**src/rtl/mtc_pkg.sv**
```systemverilog
package mtc_pkg;

   typedef enum logic [1:0] {
      MODE_STREAM = 2'b00,
      MODE_PROBE  = 2'b01,
      MODE_LOCKED = 2'b10
   } mtc_mode_e;

endpackage

```
**src/rtl/mtc_edge.sv**
```systemverilog
module mtc_edge #(
   parameter bit RISING   = 1'b1,
   parameter bit IDLE_LVL = 1'b0
) (
   input  logic clk,
   input  logic rst_n,
   input  logic lvl,
   output logic edge_pulse
);

   logic prev_q;

   always_ff @(posedge clk or negedge rst_n) begin
      if (!rst_n) prev_q <= IDLE_LVL;
      else        prev_q <= lvl;
   end

   generate
      if (RISING) begin : g_rise
         assign edge_pulse = lvl & ~prev_q;
      end else begin : g_fall
         assign edge_pulse = ~lvl & prev_q;
      end
   endgenerate

endmodule

```
**src/rtl/mtc_pulse_counter.sv**
```systemverilog
module mtc_pulse_counter #(
   parameter int CNT_W = 8,
   parameter int LIMIT = 128
) (
   input  logic clk,
   input  logic rst_n,
   input  logic enable,
   input  logic bus_idle,
   input  logic bus_fall,
   input  logic pulse,
   output logic hit
);

   localparam logic [CNT_W-1:0] LIM_V  = CNT_W'(LIMIT);
   localparam logic [CNT_W-1:0] LAST_V = CNT_W'(LIMIT - 1);

   logic [CNT_W-1:0] cnt_q;
   logic             counted;

   assign counted = enable & pulse & bus_idle & ~bus_fall;
   assign hit     = counted & (cnt_q == LAST_V);

   always_ff @(posedge clk or negedge rst_n) begin
      if (!rst_n)                          cnt_q <= '0;
      else if (!enable || bus_fall)        cnt_q <= '0;
      else if (counted && cnt_q != LIM_V)  cnt_q <= cnt_q + 1'b1;
   end

   // a bus falling edge while counting leaves the count at zero
   a_r4_clear_on_fall: assert property (@(posedge clk) disable iff (!rst_n)
      (enable && bus_fall) |=> (cnt_q == '0));

   // saturation, the count never passes the limit
   a_r5_saturate: assert property (@(posedge clk) disable iff (!rst_n)
      cnt_q <= LIM_V);

   // no count movement while the bus clock is low
   a_r3_hold_when_busy: assert property (@(posedge clk) disable iff (!rst_n)
      (enable && !bus_idle && !bus_fall) |=> $stable(cnt_q));

endmodule

```
**src/rtl/mtc_mode_fsm.sv**
```systemverilog
module mtc_mode_fsm
   import mtc_pkg::*;
(
   input  logic      clk,
   input  logic      rst_n,
   input  logic      bus_fall,
   input  logic      ctrl_match,
   input  logic      recover_hit,
   output mtc_mode_e mode,
   output logic      restart
);

   mtc_mode_e mode_q, mode_d;
   logic      restart_q;

   always_comb begin
      mode_d = mode_q;
      unique case (mode_q)
         MODE_STREAM: if (bus_fall)    mode_d = MODE_PROBE;
         MODE_PROBE: begin
            if (ctrl_match)            mode_d = MODE_LOCKED;
            else if (recover_hit)      mode_d = MODE_STREAM;
         end
         MODE_LOCKED:                  mode_d = MODE_LOCKED;
         default:                      mode_d = MODE_STREAM;
      endcase
   end

   always_ff @(posedge clk or negedge rst_n) begin
      if (!rst_n) begin
         mode_q    <= MODE_STREAM;
         restart_q <= 1'b0;
      end else begin
         mode_q    <= mode_d;
         restart_q <= (mode_q == MODE_PROBE) && (mode_d == MODE_STREAM);
      end
   end

   assign mode    = mode_q;
   assign restart = restart_q;

   // bus falling edge in streaming mode opens probation
   a_r2_enter_probe: assert property (@(posedge clk) disable iff (!rst_n)
      (mode_q == MODE_STREAM && bus_fall) |=> (mode_q == MODE_PROBE));

   // address recognition in probation locks bus mode
   a_r6_lock: assert property (@(posedge clk) disable iff (!rst_n)
      (mode_q == MODE_PROBE && ctrl_match) |=> (mode_q == MODE_LOCKED));

   // bus mode is sticky
   a_r7_sticky: assert property (@(posedge clk) disable iff (!rst_n)
      (mode_q == MODE_LOCKED) |=> (mode_q == MODE_LOCKED));

   // restart is a single-cycle pulse that follows a recovery
   a_r5_restart_single: assert property (@(posedge clk) disable iff (!rst_n)
      restart_q |=> !restart_q);

   a_r5_restart_cause: assert property (@(posedge clk) disable iff (!rst_n)
      (mode_q == MODE_PROBE && recover_hit && !ctrl_match) |=> restart_q);

endmodule

```
**src/rtl/mode_transition_ctrl.sv**
```systemverilog
module mode_transition_ctrl
   import mtc_pkg::*;
#(
   parameter int CNT_W         = 8,
   parameter int RECOVER_COUNT = 128,
   parameter bit VCLK_RISING   = 1'b1
) (
   input  logic       clk,
   input  logic       rst_n,
   input  logic       scl_lvl,
   input  logic       vclk_lvl,
   input  logic       ctrl_match,
   output logic       stream_en,
   output logic       match_en,
   output logic       trans_mode,
   output logic       bidir_mode,
   output logic [1:0] mode_code,
   output logic       stream_restart
);

   localparam int MIN_W = $clog2(RECOVER_COUNT + 1);

   generate
      if (RECOVER_COUNT < 2) begin : g_bad_count
         $error("RECOVER_COUNT must be at least 2");
      end
      if (CNT_W < MIN_W) begin : g_bad_width
         $error("CNT_W too narrow for RECOVER_COUNT");
      end
   endgenerate

   logic      scl_fall;
   logic      vclk_edge;
   logic      hit;
   mtc_mode_e mode;

   mtc_edge #(.RISING(1'b0), .IDLE_LVL(1'b1)) u_scl_edge (
      .clk(clk), .rst_n(rst_n), .lvl(scl_lvl), .edge_pulse(scl_fall));

   mtc_edge #(.RISING(VCLK_RISING), .IDLE_LVL(~VCLK_RISING)) u_vclk_edge (
      .clk(clk), .rst_n(rst_n), .lvl(vclk_lvl), .edge_pulse(vclk_edge));

   mtc_pulse_counter #(.CNT_W(CNT_W), .LIMIT(RECOVER_COUNT)) u_count (
      .clk(clk), .rst_n(rst_n),
      .enable(mode == MODE_PROBE),
      .bus_idle(scl_lvl), .bus_fall(scl_fall),
      .pulse(vclk_edge), .hit(hit));

   mtc_mode_fsm u_fsm (
      .clk(clk), .rst_n(rst_n),
      .bus_fall(scl_fall), .ctrl_match(ctrl_match),
      .recover_hit(hit), .mode(mode), .restart(stream_restart));

   assign stream_en  = (mode == MODE_STREAM);
   assign trans_mode = (mode == MODE_PROBE);
   assign bidir_mode = (mode == MODE_LOCKED);
   assign match_en   = trans_mode | bidir_mode;
   assign mode_code  = mode;

   // exactly one mode flag is active
   a_r8_one_mode: assert property (@(posedge clk) disable iff (!rst_n)
      $countones({stream_en, trans_mode, bidir_mode}) == 1);

   // the streamer and the address matcher are never both enabled
   a_r8_exclusive: assert property (@(posedge clk) disable iff (!rst_n)
      !(stream_en && match_en));

endmodule

```
**config.mk**
```make
export PLATFORM = sky130hd
export DESIGN_NAME = mode_transition_ctrl
export DESIGN_NICKNAME = d
export VERILOG_FILES = /design/src/rtl/mtc_pkg.sv /design/src/rtl/mtc_edge.sv /design/src/rtl/mtc_pulse_counter.sv /design/src/rtl/mtc_mode_fsm.sv /design/src/rtl/mode_transition_ctrl.sv
export SDC_FILE = /design/constraint.sdc
export NUM_CORES = 1
export LEC_CHECK = 0
export BUFFER_PORTS_ARGS = -buffer_cell sky130_fd_sc_hd__buf_2
export CORE_UTILIZATION = 48
export CTS_CLUSTER_DIAMETER = 80
export DETAILED_ROUTE_END_ITERATION = 7
export GPL_ROUTABILITY_DRIVEN = 1
export PLACE_DENSITY = 0.83
export RECOVER_POWER = 25
export SYNTH_ARGS = -nofsm -noshare
export SYNTH_HDL_FRONTEND = slang
export SYNTH_SLANG_ARGS = --single-unit
export TNS_END_PERCENT = 10
```
**constraint.sdc**
```tcl
create_clock -name clk -period 1.84 [get_ports clk]
set_clock_uncertainty 0.05 [all_clocks]
set_input_delay 0.184 -clock clk [delete_from_list [all_inputs] [get_ports clk]]
set_output_delay 0.184 -clock clk [all_outputs]
set_load 0.02 [all_outputs]
```
== Word level (Yosys, flattened, before mapping) ==
Cells that the tools add are included.

* Reductions and logical operators: 7
* Mux-type cells: 6
* Bitwise operators: 10
* Eq/ne operators: 4
* $add $sub $neg: 1

{| class="wikitable"
|+ Operators by type and width
! cell !! count
|-
| $mux W8 || 2
|-
| $add A8 B1 Y8 const B || 1
|-
| $eq A8 B7 Y1 const B || 1
|-
| $ne A8 B8 Y1 const B || 1
|-
| $and A1 B1 Y1 || 6
|-
| $mux W2 || 3
|-
| $pmux W2 S3 || 1
|-
| $logic_not A2 Y1 || 2
|-
| $not A1 Y1 || 3
|-
| $eq A2 B1 Y1 const B || 1
|-
| $eq A2 B2 Y1 const B || 1
|-
| $logic_and A1 B1 Y1 || 2
|-
| $reduce_bool A2 Y1 || 1
|-
| $logic_not A1 Y1 || 1
|-
| $logic_or A1 B1 Y1 || 1
|-
| $or A1 B1 Y1 || 1
|}

* Register bits after elaboration: 13

== Longest topological paths before layout ==
* Depth in word-level cells: 11
* Depth in mapped cells: 6

== Modules after synthesis ==
From an unflattened synthesis, not the netlist that was laid out.

* Cells, all modules: 69
* Area total of the unflattened synthesis: 767.0 sq um

{| class="wikitable"
|+ Modules (own cells, without submodules)
! module !! cells each !! instances !! area an instance (sq um) !! seq. area each (sq um)
|-
| mtc_pulse_counter || 50 || 1 || 516.7 || 200.2
|-
| mtc_mode_fsm || 10 || 1 || 126.4 || 75.1
|-
| mode_transition_ctrl || 5 || 1 || 45.0 || 0.0
|-
| mtc_edge (u_scl_edge) || 2 || 1 || 40.0 || 26.3
|-
| mtc_edge (u_vclk_edge) || 2 || 1 || 38.8 || 25.0
|}

== Least setup slack after synthesis ==
No wires, ideal clock.

* Path type: reg-to-reg
* Start point: reg u_fsm.mode_q[1] (netlist: u_fsm.mode[1])
* End point: reg u_fsm.restart_q (netlist: u_fsm.restart)
* Arrival: 2.089 ns
* Period minus slack after synthesis: 2.238 ns
* Slack: -0.398 ns
* Stages on the path, launching flop included: 7
* Required time: 1.691 ns
* Path through: dfrtp_1 -> inv_1 -> ha_1 -> nand4b_2 -> or4_4 -> a21o_1 -> a311oi_1

* Longest elaborated chain between the ends: 10
* Elaborated cells between the ends (all ways): 13
* Those cells by class: 2 x eq/ne; 4 x mux; 4 x bitwise; 3 x reduce/logical

{| class="wikitable"
|+ Ends and longest elaborated chain
! what !! line !! text
|-
| start: declaration || mtc_mode_fsm.sv:13 || <nowiki>mtc_mode_e mode_q, mode_d;</nowiki>
|-
| start signal: assignment || mtc_mode_fsm.sv:34 || <nowiki>mode_q <= mode_d;</nowiki>
|-
| $eq A2 B1 Y1 (*) || -- ||
|-
| named net trans_mode || mode_transition_ctrl.sv:15 || <nowiki>output logic trans_mode,</nowiki>
|-
| $and A1 B1 Y1 (3 in series) || mtc_pulse_counter.sv:20 || <nowiki>assign counted = enable & pulse & bus_idle & ~bus_fall;</nowiki>
|-
| $and A1 B1 Y1 || mtc_pulse_counter.sv:21 || <nowiki>assign hit = counted & (cnt_q == LAST_V);</nowiki>
|-
| $mux W2 || mtc_mode_fsm.sv:22 || <nowiki>else if (recover_hit) mode_d = MODE_STREAM;</nowiki>
|-
| $mux W2 || mtc_mode_fsm.sv:21 || <nowiki>if (ctrl_match) mode_d = MODE_LOCKED;</nowiki>
|-
| $pmux W2 S3 || mtc_mode_fsm.sv:18 || <nowiki>unique case (mode_q)</nowiki>
|-
| $logic_not A2 Y1 || mtc_mode_fsm.sv:35 || <nowiki>restart_q <= (mode_q == MODE_PROBE) && (mode_d == MODE_STREAM);</nowiki>
|-
| $logic_and A1 B1 Y1 (*) || mtc_mode_fsm.sv:35 ||
|-
| end signal: assignment || mtc_mode_fsm.sv:35 ||
|-
| end: declaration || mtc_mode_fsm.sv:14 || <nowiki>logic restart_q;</nowiki>
|}

Mark *: on every way through the listed nets, which the timed path passes. The rest lies on a longest branch.
A chain may end at the register's enable or synchronous reset.

== Worst setup path after layout ==
* Start point: reg u_count.cnt_q[1]
* End point: reg u_fsm.mode_q[1] (netlist: u_fsm.mode[1])

* Longest elaborated chain between the ends: 5

{| class="wikitable"
|+ Ends and longest elaborated chain
! what !! line !! text
|-
| start: declaration || mtc_pulse_counter.sv:17 || <nowiki>logic [CNT_W-1:0] cnt_q;</nowiki>
|-
| start signal: assignment || mtc_pulse_counter.sv:26 || <nowiki>else if (counted && cnt_q != LIM_V) cnt_q <= cnt_q + 1'b1;</nowiki>
|-
| $eq A8 B7 Y1 || mtc_pulse_counter.sv:21 ||
|-
| $and A1 B1 Y1 || mtc_pulse_counter.sv:21 ||
|-
| $mux W2 || mtc_mode_fsm.sv:22 ||
|-
| $mux W2 || mtc_mode_fsm.sv:21 ||
|-
| $pmux W2 S3 || mtc_mode_fsm.sv:18 ||
|-
| named net u_fsm.mode_d[1] || mtc_mode_fsm.sv:13 ||
|}

The timed path passes the listed nets, and every way through them passes these cells.

==> flow_metrics.env <==
export IMPL_maxCapViolCount=0
export IMPL_synthArstFlopShare=1.00
export IMPL_grt_pass1_vias=629
export IMPL_initial_core_util=0.541
export IMPL_p_leak_uw=0.000425
export IMPL_synth_area_leader_cell="dfrtp_1"
export IMPL_first_pass_iters=4
export IMPL_die_x_um=41.3
export IMPL_tns_ns=0
export IMPL_cts_buffer_depth=2
export IMPL_whs_path_depth=3
export IMPL_grt_ovfl_total=0
export IMPL_synth_cells=72
export IMPL_postPlaceCellArea_sq_um=882
export IMPL_hold_path_class="input pin to register"
export IMPL_dp_hpwl_um=1280
export IMPL_drc=0
export IMPL_h_tree_depth=1
export IMPL_drive_gt1_frac=0.323
export IMPL_path_clk_slew_ns=0.08
export IMPL_synth_distinct_cells=32
export IMPL_start_kind="register"
export IMPL_antennaDiodeCount=0
export IMPL_vias=654
export IMPL_yosysSeqAreaShare=0.442
export IMPL_endpoint_kind="register"
export IMPL_finalCritPeriodShare=0.965
export IMPL_max_slew_worst_pin_slew_ns=0.696
export IMPL_critPathMaxFanout=4
export IMPL_grt_pass1_wl_um=2610
export IMPL_ys_warn_count=0
export IMPL_drv_slew=0
export IMPL_cts_sinks=13
export IMPL_swShare=0.427
export IMPL_synth_nets=83
export IMPL_p_clk_frac=0.170
export IMPL_rsz0062_at_grt="false"
export IMPL_wire_per_inst_um=15.4
export IMPL_numCtsBuffers=3
export IMPL_coreArea_sq_mm=0.00137
export IMPL_status="complete, no violations"
export IMPL_multi_input_area_sq_um=418
export IMPL_synth_edf_count=0
export IMPL_ant_nets=0
export IMPL_total_power_uw=1050
export IMPL_min_period_ns=1.78
export IMPL_synth_area_sq_um=739
export IMPL_ir_drop_v=0.000615
export IMPL_pre_cts_slack_ns=0.0679
export IMPL_die_area_sq_mm=0.00170
export IMPL_drtIter0Drc=15
export IMPL_worstPathRequired_ns=1.97
export IMPL_arrival_ns=1.90
export IMPL_clock_latency_ns=0.29
export IMPL_synth_seq_cells=13
export IMPL_nFillCells=114
export IMPL_cts_root_buf="clkbuf_4"
export IMPL_grt_start_max_net_pins=14
export IMPL_worstSetupPathType="register to register"
export IMPL_p_sw_uw=450
export IMPL_design_area_sq_um=941
export IMPL_final_util=0.689
export IMPL_powerDensity_mw_per_mm2=1120
export IMPL_synth_top_cell_area_share=0.406
export IMPL_internal_power_uw=604
export IMPL_fp_row_count=13
export IMPL_routed_wl_um=1710
export IMPL_finalSetupViolCount=0
export IMPL_finalHoldViolations=0
export IMPL_regArea_sq_um=329
export IMPL_postCtsSetupBuffers=0
export IMPL_routed_via_density=5.89
export IMPL_clock_fmax_mhz=563
export IMPL_gp_congestion=0.885
export IMPL_yosys_top_cells_count="12 x dfrtp_1, 7 x nand2_1, 6 x ha_1"
export IMPL_pwr_share_seq=0.328
export IMPL_fin_ws_ns=0.0637
export IMPL_synthFlopType="dfrtp_1"
export IMPL_nets=108
export IMPL_track_usage=0.257
export IMPL_antenna_found_initial=0
export IMPL_cts_tree="done"
export IMPL_portBuffers=11
export IMPL_synth_area_leaders="dfrtp_1 41%, ha_1 10%, dfstp_2 3.6%, nand2_1 3.6%, xor2_1 3.6%"
export IMPL_max_slew_margin=0.536
export IMPL_power_frac_comb=0.502
export IMPL_area_delta_synth_final_pct=27.2
export IMPL_die_h_um=41.3
export IMPL_synth_area_per_cell_sq_um=10.3
export IMPL_ioPinCount=12
export IMPL_rr_worst_depth=5
export IMPL_yosys_cell_count_top_type="dfrtp_1"
==> timing repair <==
item / in CTS / in global routing
gates resized for setup: 0 / 1
hold buffers: 2 / 1
hold endpoints to repair: 14 / 1
setup endpoints to repair: 0 / 1
==> kinds of logic (layout without fill, tap and decap cells) <==
group	Yosys count	count (layout)	synth area share
fa+ha+maj	6	6	0.102
flops	13	13	0.442
mux	2	2	0.0271
compound gates	10	10	0.0982
simple gates	32	32	0.259
buf+inv	5	29	0.0254
xor+xnor	4	4	0.0474
==> through the flow <==
| step | instances | hold slack, ns |
|---|---|---|
| 2_1_floorplan | 72 | -0.162 |
| 3_3_place_gp | 104 | 0.0314 |
| 3_5_place_dp | 104 | 0.0338 |
| 4_1_cts | 110 | 0.00922 |
| 5_1_grt | 111 | 0.177 |
| 6_report | 111 | 0.173 |
==> registers in the layout, summed over array words and instances, names as in the netlist <==
name and count:
u_count.cnt_q 8, u_fsm.mode 2, u_fsm.restart 1, u_scl_edge.prev_q 1, u_vclk_edge.prev_q 1
==> area by class of cell <==
cell class                      count  area share
Clock buffer                        3      0.0239
Sequential cell                    13       0.350
Inverter                            5      0.0199
Clock inverter                      1     0.00532
Tap cell                           15      0.0199
Multi-Input combinational cell     54       0.444
Timing Repair Buffer               20       0.137
==> routing by layer <==
layer	wire, um	global-route usage	vias up
met1	711	0.265	308
met2	836	0.410	29
met5	0	0	-
met3	115	0.120	8
met4	49	0.177	0
li1	-	-	309
==> critical path, stage by stage (launching register included) <==
cell     delay (ns)
dfrtp_1        0.39
ha_2           0.20
nand3_1        0.08
or4_4          0.53
a21o_1         0.19
a31o_1         0.22
==> power groups by stage <==
stage	Sequential (uW)	Clock, uW	Combinational [uW]
floorplan	398	0	296
CTS	346	187	524
detailed placement	352	0	519
finish	346	179	530
global placement	349	0	489
global route	351	197	583
==> cells in the final DEF (no fill, tap or decap), types with 2 or more instances in the layout <==
cell,count
a21oi_1,2
buf_2,10
buf_4,6
clkbuf_4,3
dfrtp_1,10
dfrtp_2,2
dlygate4sd3_1,3
ha_1,4
inv_1,4
mux2i_1,2
nand2_1,7
nand2b_1,2
nand3_1,3
nand4_1,3
nor2_1,5
nor3_1,2
xor2_1,3
==> final timing paths <==
| kind | start | to | slack [ns] |
|---|---|---|---|
| max | u_count.cnt_q[1]$_DFFE_PN0P_ | u_fsm.mode[1]$_DFF_PN0_ | 0.06 |
| min | ctrl_match | u_fsm.mode[0]$_DFF_PN0_ | 0.17 |
| max in group asynchronous | rst_n | u_fsm.mode[1]$_DFF_PN0_ | 0.86 |
| min in group asynchronous | rst_n | u_count.cnt_q[2]$_DFFE_PN0P_ | 0.40 |
| min reg2reg | u_count.cnt_q[7]$_DFFE_PN0P_ | u_count.cnt_q[7]$_DFFE_PN0P_ | 0.48 |
| max reg2reg | u_count.cnt_q[1]$_DFFE_PN0P_ | u_fsm.mode[1]$_DFF_PN0_ | 0.06 |
No activity file was read; power rests on OpenSTA's default activity.
